===== src/rtl/prescale_pkg.sv =====
package prescale_pkg;
    localparam int SEL_W   = 4;
    localparam int REG_W   = 8;
    localparam int ARM_BIT = 7;
    localparam logic [REG_W-1:0] ARM_VAL = REG_W'(1) << ARM_BIT;
endpackage


===== src/rtl/prescale_unlock.sv =====
module prescale_unlock
    import prescale_pkg::*;
#(
    parameter int MAX_CODE  = 8,
    parameter int WIN_TICKS = 4
) (
    input  logic             clk_i,
    input  logic             rst_ni,
    input  logic             tick_i,
    input  logic             wr_en_i,
    input  logic [REG_W-1:0] wr_data_i,
    output logic             upd_vld_o,
    output logic [SEL_W-1:0] upd_code_o
);
    localparam int WIN_W = $clog2(WIN_TICKS + 1);

    typedef struct packed {
        logic [WIN_W-1:0] win;
    } unl_st_t;

    unl_st_t st_d, st_q;
    logic    is_arm;
    logic    code_ok;

    always_comb begin
        st_d       = st_q;
        upd_vld_o  = 1'b0;
        upd_code_o = wr_data_i[SEL_W-1:0];
        is_arm     = (wr_data_i == ARM_VAL);
        code_ok    = (wr_data_i[SEL_W-1:0] <= SEL_W'(MAX_CODE));
        if (tick_i) begin
            if (wr_en_i) begin
                if (is_arm) begin
                    st_d.win = WIN_W'(WIN_TICKS);
                end else begin
                    st_d.win = '0;
                    if ((st_q.win != '0) && !wr_data_i[ARM_BIT] && code_ok) begin
                        upd_vld_o = 1'b1;
                    end
                end
            end else if (st_q.win != '0) begin
                st_d.win = st_q.win - WIN_W'(1);
            end
        end
    end

    always_ff @(posedge clk_i or negedge rst_ni) begin
        if (!rst_ni) begin
            st_q <= '0;
        end else begin
            st_q <= st_d;
        end
    end
endmodule


===== src/rtl/prescale_divider.sv =====
module prescale_divider
    import prescale_pkg::*;
#(
    parameter int MAX_CODE = 8
) (
    input  logic             clk_i,
    input  logic             rst_ni,
    input  logic             upd_vld_i,
    input  logic [SEL_W-1:0] upd_code_i,
    output logic             tick_o,
    output logic [SEL_W-1:0] code_o
);
    localparam int CNT_W = MAX_CODE;

    typedef struct packed {
        logic [CNT_W-1:0] cnt;
        logic [SEL_W-1:0] code;
        logic [SEL_W-1:0] pend;
        logic             pend_vld;
    } div_st_t;

    div_st_t          st_d, st_q;
    logic [SEL_W-1:0] span;

    // True when the low k counter bits are all ones.
    function automatic logic on_grid(input logic [CNT_W-1:0] c, input logic [SEL_W-1:0] k);
        logic hit;
        hit = 1'b1;
        for (int i = 0; i < CNT_W; i++) begin
            if ((i < int'(k)) && !c[i]) hit = 1'b0;
        end
        return hit;
    endfunction

    always_comb begin
        st_d     = st_q;
        st_d.cnt = st_q.cnt + CNT_W'(1);
        tick_o   = on_grid(st_q.cnt, st_q.code);
        span     = (st_q.pend > st_q.code) ? st_q.pend : st_q.code;
        if (st_q.pend_vld && on_grid(st_q.cnt, span)) begin
            st_d.code     = st_q.pend;
            st_d.pend_vld = 1'b0;
        end
        if (upd_vld_i) begin
            st_d.pend     = upd_code_i;
            st_d.pend_vld = 1'b1;
        end
        code_o = st_q.code;
    end

    always_ff @(posedge clk_i or negedge rst_ni) begin
        if (!rst_ni) begin
            st_q <= '0;
        end else begin
            st_q <= st_d;
        end
    end
endmodule


===== src/rtl/clkdiv_guard.sv =====
module clkdiv_guard
    import prescale_pkg::*;
#(
    parameter int MAX_CODE  = 8,
    parameter int WIN_TICKS = 4
) (
    input  logic             clk_i,
    input  logic             rst_ni,
    input  logic             wr_en_i,
    input  logic [REG_W-1:0] wr_data_i,
    output logic             sys_en_o,
    output logic [SEL_W-1:0] div_sel_o
);
    logic             tick;
    logic             upd_vld;
    logic [SEL_W-1:0] upd_code;

    prescale_unlock #(
        .MAX_CODE (MAX_CODE),
        .WIN_TICKS(WIN_TICKS)
    ) u_unlock (
        .clk_i     (clk_i),
        .rst_ni    (rst_ni),
        .tick_i    (tick),
        .wr_en_i   (wr_en_i),
        .wr_data_i (wr_data_i),
        .upd_vld_o (upd_vld),
        .upd_code_o(upd_code)
    );

    prescale_divider #(
        .MAX_CODE(MAX_CODE)
    ) u_div (
        .clk_i     (clk_i),
        .rst_ni    (rst_ni),
        .upd_vld_i (upd_vld),
        .upd_code_i(upd_code),
        .tick_o    (tick),
        .code_o    (div_sel_o)
    );

    assign sys_en_o = tick;
endmodule


===== config.mk =====
export PLATFORM = sky130hd
export DESIGN_NAME = clkdiv_guard
export DESIGN_NICKNAME = d
export VERILOG_FILES = /design/src/rtl/prescale_pkg.sv /design/src/rtl/prescale_unlock.sv /design/src/rtl/prescale_divider.sv /design/src/rtl/clkdiv_guard.sv
export SDC_FILE = /design/constraint.sdc
export NUM_CORES = 1
export LEC_CHECK = 0
export BUFFER_PORTS_ARGS = -buffer_cell sky130_fd_sc_hd__buf_2
export CORE_ASPECT_RATIO = 1.1
export CORE_MARGIN = 2
export CORE_UTILIZATION = 35
export DETAILED_ROUTE_END_ITERATION = 7
export PLACE_DENSITY = 0.5
export SYNTH_ARGS = -nofsm -noshare
export SYNTH_HDL_FRONTEND = slang
export SYNTH_SLANG_ARGS = --single-unit

===== constraint.sdc =====
create_clock -name clk_i -period 3.2 [get_ports clk_i]
set_input_delay 0.48 -clock clk_i [delete_from_list [all_inputs] [get_ports clk_i]]
set_output_delay 0.48 -clock clk_i [all_outputs]
set_load 0.01 [all_outputs]

== Word level (Yosys, flattened, before mapping) ==
Index checks and enable logic that the tools add are counted.
Widths: inputs -> output; s select.

* Add/sub/neg operators: 2
* Order comparisons: 18
* Equal/unequal tests: 1
* Muxes and demuxes: 26
* Reduce and logical (&&, ||, !) cells: 32

{| class="wikitable"
|+ Operators with widths
! kind !! number
|-
| $lt 3x4->1 const A || 8
|-
| $mux 1 || 22
|-
| $logic_and 1x1->1 || 19
|-
| $lt 1x4->1 const A || 4
|-
| $lt 2x4->1 const A || 4
|-
| $logic_not 1->1 || 9
|-
| $mux 3 || 3
|-
| $add 8x1->8 const B || 1
|-
| $eq 8x8->1 const B || 1
|-
| $gt 4x4->1 || 1
|-
| $le 4x4->1 const B || 1
|-
| $mux 4 || 1
|-
| $reduce_bool 2->1 || 2
|-
| $reduce_bool 3->1 || 1
|-
| $sub 3x1->3 const B || 1
|-
| $reduce_and 2->1 || 1
|}

* Flip-flop bits (word level): 20
* Bits of input ports: 11
* Output and inout bits: 5
* Word-level logic and storage cells: 84

== Logic depth before layout (Yosys ltp) ==
Gate-level depths: netlist of the first run.

* Depth after elaboration: 15
* Depth in mapped cells: 9
* Mapped depth without buffers: 9

== By module ==
From an unflattened synthesis of the first run, not the netlist that was laid out.

* Cell total of the unflattened synthesis: 131
* Area, all modules: 1332.5 um2

{| class="wikitable"
|+ By module, submodules not included
! module !! instances !! cells an instance !! area each (um2) !! sequential area each (um2)
|-
| prescale_divider || 1 || 99 || 1056.0 || 425.4
|-
| prescale_unlock || 1 || 32 || 276.5 || 75.1
|}

== Least setup slack after synthesis of the first run ==
No wires, ideal clock.

* Path kind: reg-to-reg
* Start: register u_div.st_q (netlist bit u_div.code_o[1])
* End: register u_div.st_q (netlist bit u_div.code_o[3])
* Setup time: 128 ps
* Arrival time: 2379 ps
* Slack: 693 ps
* Stages on the path, launching flop included: 10
* Period minus slack after synthesis: 2507 ps
* Cell sequence: dfrtp_1 > inv_1 > ha_1 > and2_4 > and3_4 > o22ai_1 > mux2i_1 > o211ai_1 > a211o_2 > mux2_1

* Longest elaborated chain between the ends: 13
* Elaborated cells between the ends (all ways): 27
* Classes of those cells: 9 x order compare; 9 x mux; 9 x reduce/logical

{| class="wikitable"
|+ RTL lines
! what !! RTL line !! source
|-
| from (decl) || prescale_divider.sv:22 || <nowiki>div_st_t st_d, st_q;</nowiki>
|-
| from (signal assigned) || prescale_divider.sv:55 || <nowiki>st_q <= st_d;</nowiki>
|-
| $gt 4x4->1 || prescale_divider.sv:39 || <nowiki>span = (st_q.pend > st_q.code) ? st_q.pend : st_q.code;</nowiki>
|-
| $mux 4 * || prescale_divider.sv:39 ||
|-
| $lt 1x4->1 || prescale_divider.sv:30 || <nowiki>if ((i < int'(k)) && !c[i]) hit = 1'b0;</nowiki>
|-
| $logic_and 1x1->1 || prescale_divider.sv:30 ||
|-
| $mux 1 (7 in a row) || prescale_divider.sv:30 ||
|-
| $mux 1 * || prescale_divider.sv:30 ||
|-
| $logic_and 1x1->1 * || prescale_divider.sv:40 || <nowiki>if (st_q.pend_vld && on_grid(st_q.cnt, span)) begin</nowiki>
|}

Mark *: on every way between the ends. The rest lies on a longest branch, timed or not.
A chain may end at the register's enable or synchronous reset.

== Final worst setup path of the first run ==
* Start: register u_div.st_q (netlist bit u_div.code_o[1])
* End: register u_div.st_q (netlist bit u_div.code_o[1])

Same word-level chain as after synthesis.

==> results of run 1 <==
-- synth_stat cells --
cell type  instances  area (µm²)
dfrtp_1           20       500.5
nor2_1            10       37.54
inv_1              9       33.78
o21ai_0            8       40.04
ha_1               7       87.58
a21oi_1            6       30.03
buf_4              4       30.03
mux2_2             4       45.04
nand2_1            4       15.01
nand3_1            4       20.02
o22ai_1            4       25.02
xnor2_1            4       35.03
nor2b_1            3       18.77
a31oi_1            2       12.51
clkbuf_2           2       10.01
mux2_1             2       22.52
mux2i_1            2       20.02
nand4_1            2       12.51
o211ai_1           2       15.01
xor2_1             2       17.52
a2111o_1           1       11.26
a2111oi_0          1       8.760
a2111oi_4          1       27.53
a211o_2            1       10.01
a211oi_1           1       7.510
a21boi_0           1       7.510
a21oi_2            1       8.760
a22oi_1            1       7.510
and2_1             1       6.260
and2_4             1       8.760
and3_1             1       6.260
and3_4             1       11.26
and4_1             1       8.760
mux2_4             1       15.01
nand2b_1           1       6.260
nor3b_1            1       7.510
nor4_1             1       6.260
o21a_1             1       7.510
o21bai_1           1       7.510
o311ai_1           1       8.760
or3_1              1       6.260
-- through the flow --
| stage | utilization | area [µm²] |
|---|---|---|
| 6_report | 0.4068 | 1355 |
| 5_1_grt | 0.4068 | 1355 |
| 4_1_cts | 0.4068 | 1355 |
| 3_5_place_dp | 0.3959 | 1319 |
| 3_3_place_gp | 0.3959 | 1319 |
| 2_1_floorplan | - | 1224 |
-- final cells by class --
class                           instances  share of cell area
Multi-Input combinational cell         87              0.4792
Sequential cell                        20              0.3693
Timing Repair Buffer                   15             0.05540
Tap cell                               48             0.04432
Clock buffer                            4             0.02678
Inverter                                9             0.02493
-- power by group through the flow --
stage	combinational (mW)	clock [mW]	sequential, mW
after floorplan	0.520	0	0.403
after global placement	0.602	0	0.441
after detailed placement	0.610	0	0.442
after CTS	0.613	0.158	0.437
after global routing	0.710	0.167	0.455
final	0.608	0.151	0.437
-- state kept, by name, indices dropped and copies added, names as in the netlist --
signal,flops
u_unlock.st_q,3
u_div.st_q,13
u_div.code_o,4
-- per-layer routing --
metal  wire length [µm]  GRT usage  part of all wire  vias up
met5                  0          0                 0        -
met4                 41    0.06667             0.017        0
met3                 77    0.01761             0.031        4
met2               1123     0.2296              0.45       19
met1               1236     0.2177              0.50      460
li1                   -          -                 -      464
-- cell families after synthesis --
kind of cell	Yosys count	synth area share
XOR/XNOR	6	0.04294
adder cells (fa/ha/maj)	7	0.07157
multiplexers	9	0.08384
AO/OA/AOI/OAI	33	0.1922
AND/OR/NAND/NOR	32	0.1401
flip-flops	20	0.4090
buffers and inverters	15	0.06033
-- worst paths after layout --
path                                              from  cells after the start  slack (ns)                     endpoint
setup / recovery           u_div.code_o[1]$_DFFE_PN0P_                      9        0.44  u_div.code_o[1]$_DFFE_PN0P_
hold reg to reg               u_div.st_q[12]$_DFF_PN0_                      1        0.50     u_div.st_q[12]$_DFF_PN0_
max in group asynchronous                       rst_ni                      1        2.79     u_div.st_q[10]$_DFF_PN0_
hold / removal                                  rst_ni                      1         0.1      u_div.st_q[9]$_DFF_PN0_
min in group clk_i                        wr_data_i[2]                      2        0.40    u_div.st_q[3]$_DFFE_PN0P_
setup reg to reg           u_div.code_o[1]$_DFFE_PN0P_                      9        0.44  u_div.code_o[1]$_DFFE_PN0P_
==> impl_metrics.ini, run 1 <==
[synthesis]
syn_nets = 140
synth.ff_latch_count = 20
synth_cell_type_count = 41
syn_area_um2 = 1224
ys_warn_count = 0
netlist_instances = 122
avgSynthCellArea_um2 = 10.03
seq_area_frac_synth = 0.4090

[global_routing]
grt_pass1_vias = 905
antenna_found_initial = 0
grt_use_total = 0.1526
grt_max_degree = 21
overflow = 0
grt_pass1_wl_mm = 4.526

[setup_path]
path_cells = inv_1, ha_1, and2_4, and3_4, o22ai_1, mux2i_1, o211ai_1, a211o_2, mux2_1
cp.arrival_ns = 2.97
critPathLaunchType = flop
critPathTopFamily = compound AO/OA/AOI/OAI gates
crit_fanout = 8
crit_required_ns = 3.41
crit_buf_inv = 1
cp_slowest_cell = dfrtp_1
crit_path_end_kind = flop
crit_type = flop to flop
max_stage_delay_ns = 0.49

[clocking]
clockBufferDepth = 2
numCtsBuffers = 3
clock_latency_ns = 0.31
cts-resized-gates = 0
htreeDepth = 1
cts_tree = done
postCtsHoldBufs = 0
clk_pin_slew_ns = 0.12
postCtsSetupBuffers = 0
clock-sinks = 20
cts-root-buf = clkbuf_4

[finish]
regArea_um2 = 500.5
insertedDiodeCount = 0
multi_input_area_um2 = 649.4
n_fill_cell = 328
final_nets = 154
area_growth_pct = 10.74
final_cells = 183
layout_commonest_cell = dfrtp_1
final_cell_mix = 20 x dfrtp_1, 15 x buf_2, 10 x nor2_1
drive_gt1_frac = 0.2148

[timing]
slew_viol_final = 0
slew-limit-headroom = 0.6260
hold_ws_ns = 0.09639
worst_slew_pin_slew_ns = 0.5610
setup_tns_ns = 0
finalCriticalPeriod_ns = 2.763
layout_setup_ws_ns = 0.4368
max_freq_mhz = 361.9
finalHoldViolations = 0
rsz0062_at_grt = no
setup_viol = 0
fin_worst_skew_ns = 0.01131
fin_crit_sh = 0.8635

[place]
place_congestion = 0.8279
numPortBuffers = 15
pre_cts_slack_ns = 0.4820
dp_hpwl_mm = 1.875
dp.cells = 179

[power]
combinationalPowerShare = 0.509
power_mw = 1.197
netSwitchingFraction = 0.4280
seqPwrFrac = 0.365
leakagePower_nw = 0.6137
peakVddDrop_mv = 0.3075
power_switching_mw = 0.5122
clkPwrFrac = 0.126
p_int_mw = 0.6844
powerDensity_nw_per_um2 = 883.1

[floorplanning]
core_um2 = 3331
initial_utilization = 0.3674
die_y_um = 66.02
num_rows = 22
io_pins = 16
die_width_um = 60.38
die-area_um2 = 3986

[route]
drtIter0Drc = 58
wirelength_mm = 2.478
drtPass1Iterations = 4
drtAntennaViolNets = 0
post_drt_wl_per_cell_um = 13.54
post_drt_via_cell_ratio = 5.175
vias = 947
drc = 0

[hold_path]
hp-class = primary input to asynchronous set/reset pin

[outcome]
outcome = complete, no violations

[job]
cap_violations = 0
(Power assumes the default switching activity.)
==> inputs of run 2 (changes only) <==
--- a/config.mk
+++ b/config.mk
@@ -10,7 +10,6 @@
 export CORE_MARGIN = 2
 export CORE_UTILIZATION = 35
 export DETAILED_ROUTE_END_ITERATION = 7
-export PLACE_DENSITY = 0.5
 export SYNTH_ARGS = -nofsm -noshare
 export SYNTH_HDL_FRONTEND = slang
 export SYNTH_SLANG_ARGS = --single-unit
==> impl_metrics.ini, run 2 (synthesized netlist as in run 1, its figures left out) <==
[outcome]
outcome = complete, no violations

[power]
p_int_mw = 0.6619
powerDensity_nw_per_um2 = 870.4
combinationalPowerShare = 0.527
power_mw = 1.168
clkPwrFrac = 0.102
leakagePower_nw = 0.6065
peakVddDrop_mv = 0.3118
seqPwrFrac = 0.371
power_switching_mw = 0.5057
netSwitchingFraction = 0.4331

[finish]
n_fill_cell = 346
layout_commonest_cell = dfrtp_1
final_cells = 182
area_growth_pct = 9.612
final_cell_mix = 20 x dfrtp_1, 15 x buf_2, 10 x nor2_1
insertedDiodeCount = 0
largest_reg_flops = 13
top_register = u_div.st_q
final_nets = 154
drive_gt1_frac = 0.2090

[clocking]
clock-sinks = 20
cts-resized-gates = 0
clockBufferDepth = 2
postCtsHoldBufs = 0
numCtsBuffers = 3
htreeDepth = 1
clock_latency_ns = 0.30
clk_pin_slew_ns = 0.11
cts-root-buf = clkbuf_4
postCtsSetupBuffers = 0
cts_tree = done

[timing]
finalHoldViolations = 0
max_freq_mhz = 367.1
slew_viol_final = 0
slew-limit-headroom = 0.6168
worst_slew_pin_slew_ns = 0.5748
setup_tns_ns = 0
finalCriticalPeriod_ns = 2.724
rsz0062_at_grt = no
fin_crit_sh = 0.8512
fin_worst_skew_ns = 0.001621
setup_viol = 0

[setup_path]
crit_path_end_kind = flop
path_cells = inv_1, ha_1, and2_4, and3_4, o22ai_1, mux2i_1, o211ai_1, a211o_2, mux2_1
max_stage_delay_ns = 0.47
crit_fanout = 8
crit_required_ns = 3.39
cp.arrival_ns = 2.91
timing.rr.end = u_div.code_o[3]$_DFFE_PN0P_
cp_slowest_cell = dfrtp_1
r2r-start = u_div.code_o[1]$_DFFE_PN0P_
reg2reg_setup_slack_ns = 0.48
critPathLaunchType = flop
reg2reg_depth = 9
crit_type = flop to flop

[global_routing]
antenna_found_initial = 0
overflow = 0
grt_max_degree = 21
grt_pass1_wl_mm = 4.319
grt_use_total = 0.1451
grt_pass1_vias = 955

[route]
drtPass1Iterations = 4
drtIter0Drc = 35
wirelength_mm = 2.403
vias = 945
post_drt_via_cell_ratio = 5.192
drtAntennaViolNets = 0
drc = 0
post_drt_wl_per_cell_um = 13.20

[floorplanning]
core_um2 = 3331
die_y_um = 66.02
initial_utilization = 0.3674
io_pins = 16
num_rows = 22
die-area_um2 = 3986
die_width_um = 60.38

[place]
place_congestion = 0.8208
dp_hpwl_mm = 1.844
dp.cells = 179
numPortBuffers = 15

[hold_path]
hp-class = primary input to asynchronous set/reset pin

[job]
cap_violations = 0
==> run 2: cell type report <==
type,instances,area (µm²),area share
Tap cell,48,60.06,0.04478
Sequential cell,20,500.5,0.3731
Multi-Input combinational cell,87,649.4,0.4841
Inverter,9,33.78,0.02519
Clock buffer,3,22.52,0.01679
Timing Repair Buffer,15,75.07,0.05597
==> run 2: worst max-delay path by stage <==
stage / cells past startpoint / slack [ns] / start / end
6_report: 9 / 0.48 / u_div.code_o[1]$_DFFE_PN0P_ / u_div.code_o[3]$_DFFE_PN0P_
5_1_grt: 9 / 0.27 / u_div.code_o[1]$_DFFE_PN0P_ / u_div.code_o[1]$_DFFE_PN0P_
4_1_cts: 9 / 0.48 / u_div.code_o[1]$_DFFE_PN0P_ / u_div.code_o[3]$_DFFE_PN0P_
3_3_place_gp: 9 / 0.57 / u_div.code_o[1]$_DFFE_PN0P_ / u_div.code_o[3]$_DFFE_PN0P_
2_1_floorplan: 9 / 0.69 / u_div.code_o[1]$_DFFE_PN0P_ / u_div.code_o[3]$_DFFE_PN0P_
3_5_place_dp: 9 / 0.50 / u_div.code_o[1]$_DFFE_PN0P_ / u_div.code_o[1]$_DFFE_PN0P_
==> run 2: through the flow <==
step / area [µm²] / utilization / hold WS [ns] / setup slack (ns)
floorplan: 1224 / - / 0.1844 / 0.6933
global placement: 1319 / 0.3959 / 0.4446 / 0.5657
detailed placement: 1319 / 0.3959 / 0.4563 / 0.5038
CTS: 1341 / 0.4027 / 0.1190 / 0.4805
global route: 1341 / 0.4027 / 0.1314 / 0.2672
finish: 1341 / 0.4027 / 0.1070 / 0.4762
==> run 2: power groups by stage <==
| stage | clock network, mW | registers, mW | logic [mW] |
|---|---|---|---|
| final | 0.119 | 0.433 | 0.616 |
| after global routing | 0.139 | 0.451 | 0.688 |
| after CTS | 0.124 | 0.432 | 0.620 |
| after detailed placement | 0 | 0.438 | 0.617 |
| after global placement | 0 | 0.437 | 0.593 |
| after floorplan | 0 | 0.403 | 0.520 |
==> run 2: worst max-delay path: cells and delay by family, from the launching register on <==
family | cells | cell delay (ns)
buffers and inverters | 1 | 0.11
flip-flops | 1 | 0.47
AO/OA/AOI/OAI | 3 | 0.83
multiplexers | 2 | 0.56
adder cells (fa/ha/maj) | 1 | 0.32
AND/OR/NAND/NOR | 2 | 0.33
==> run 2: routing by layer <==
layer | global-route usage | share of wire
met5 | 0 | 0
met4 | 0.07500 | 0.017
met3 | 0.01761 | 0.022
met2 | 0.2391 | 0.47
met1 | 0.1820 | 0.49
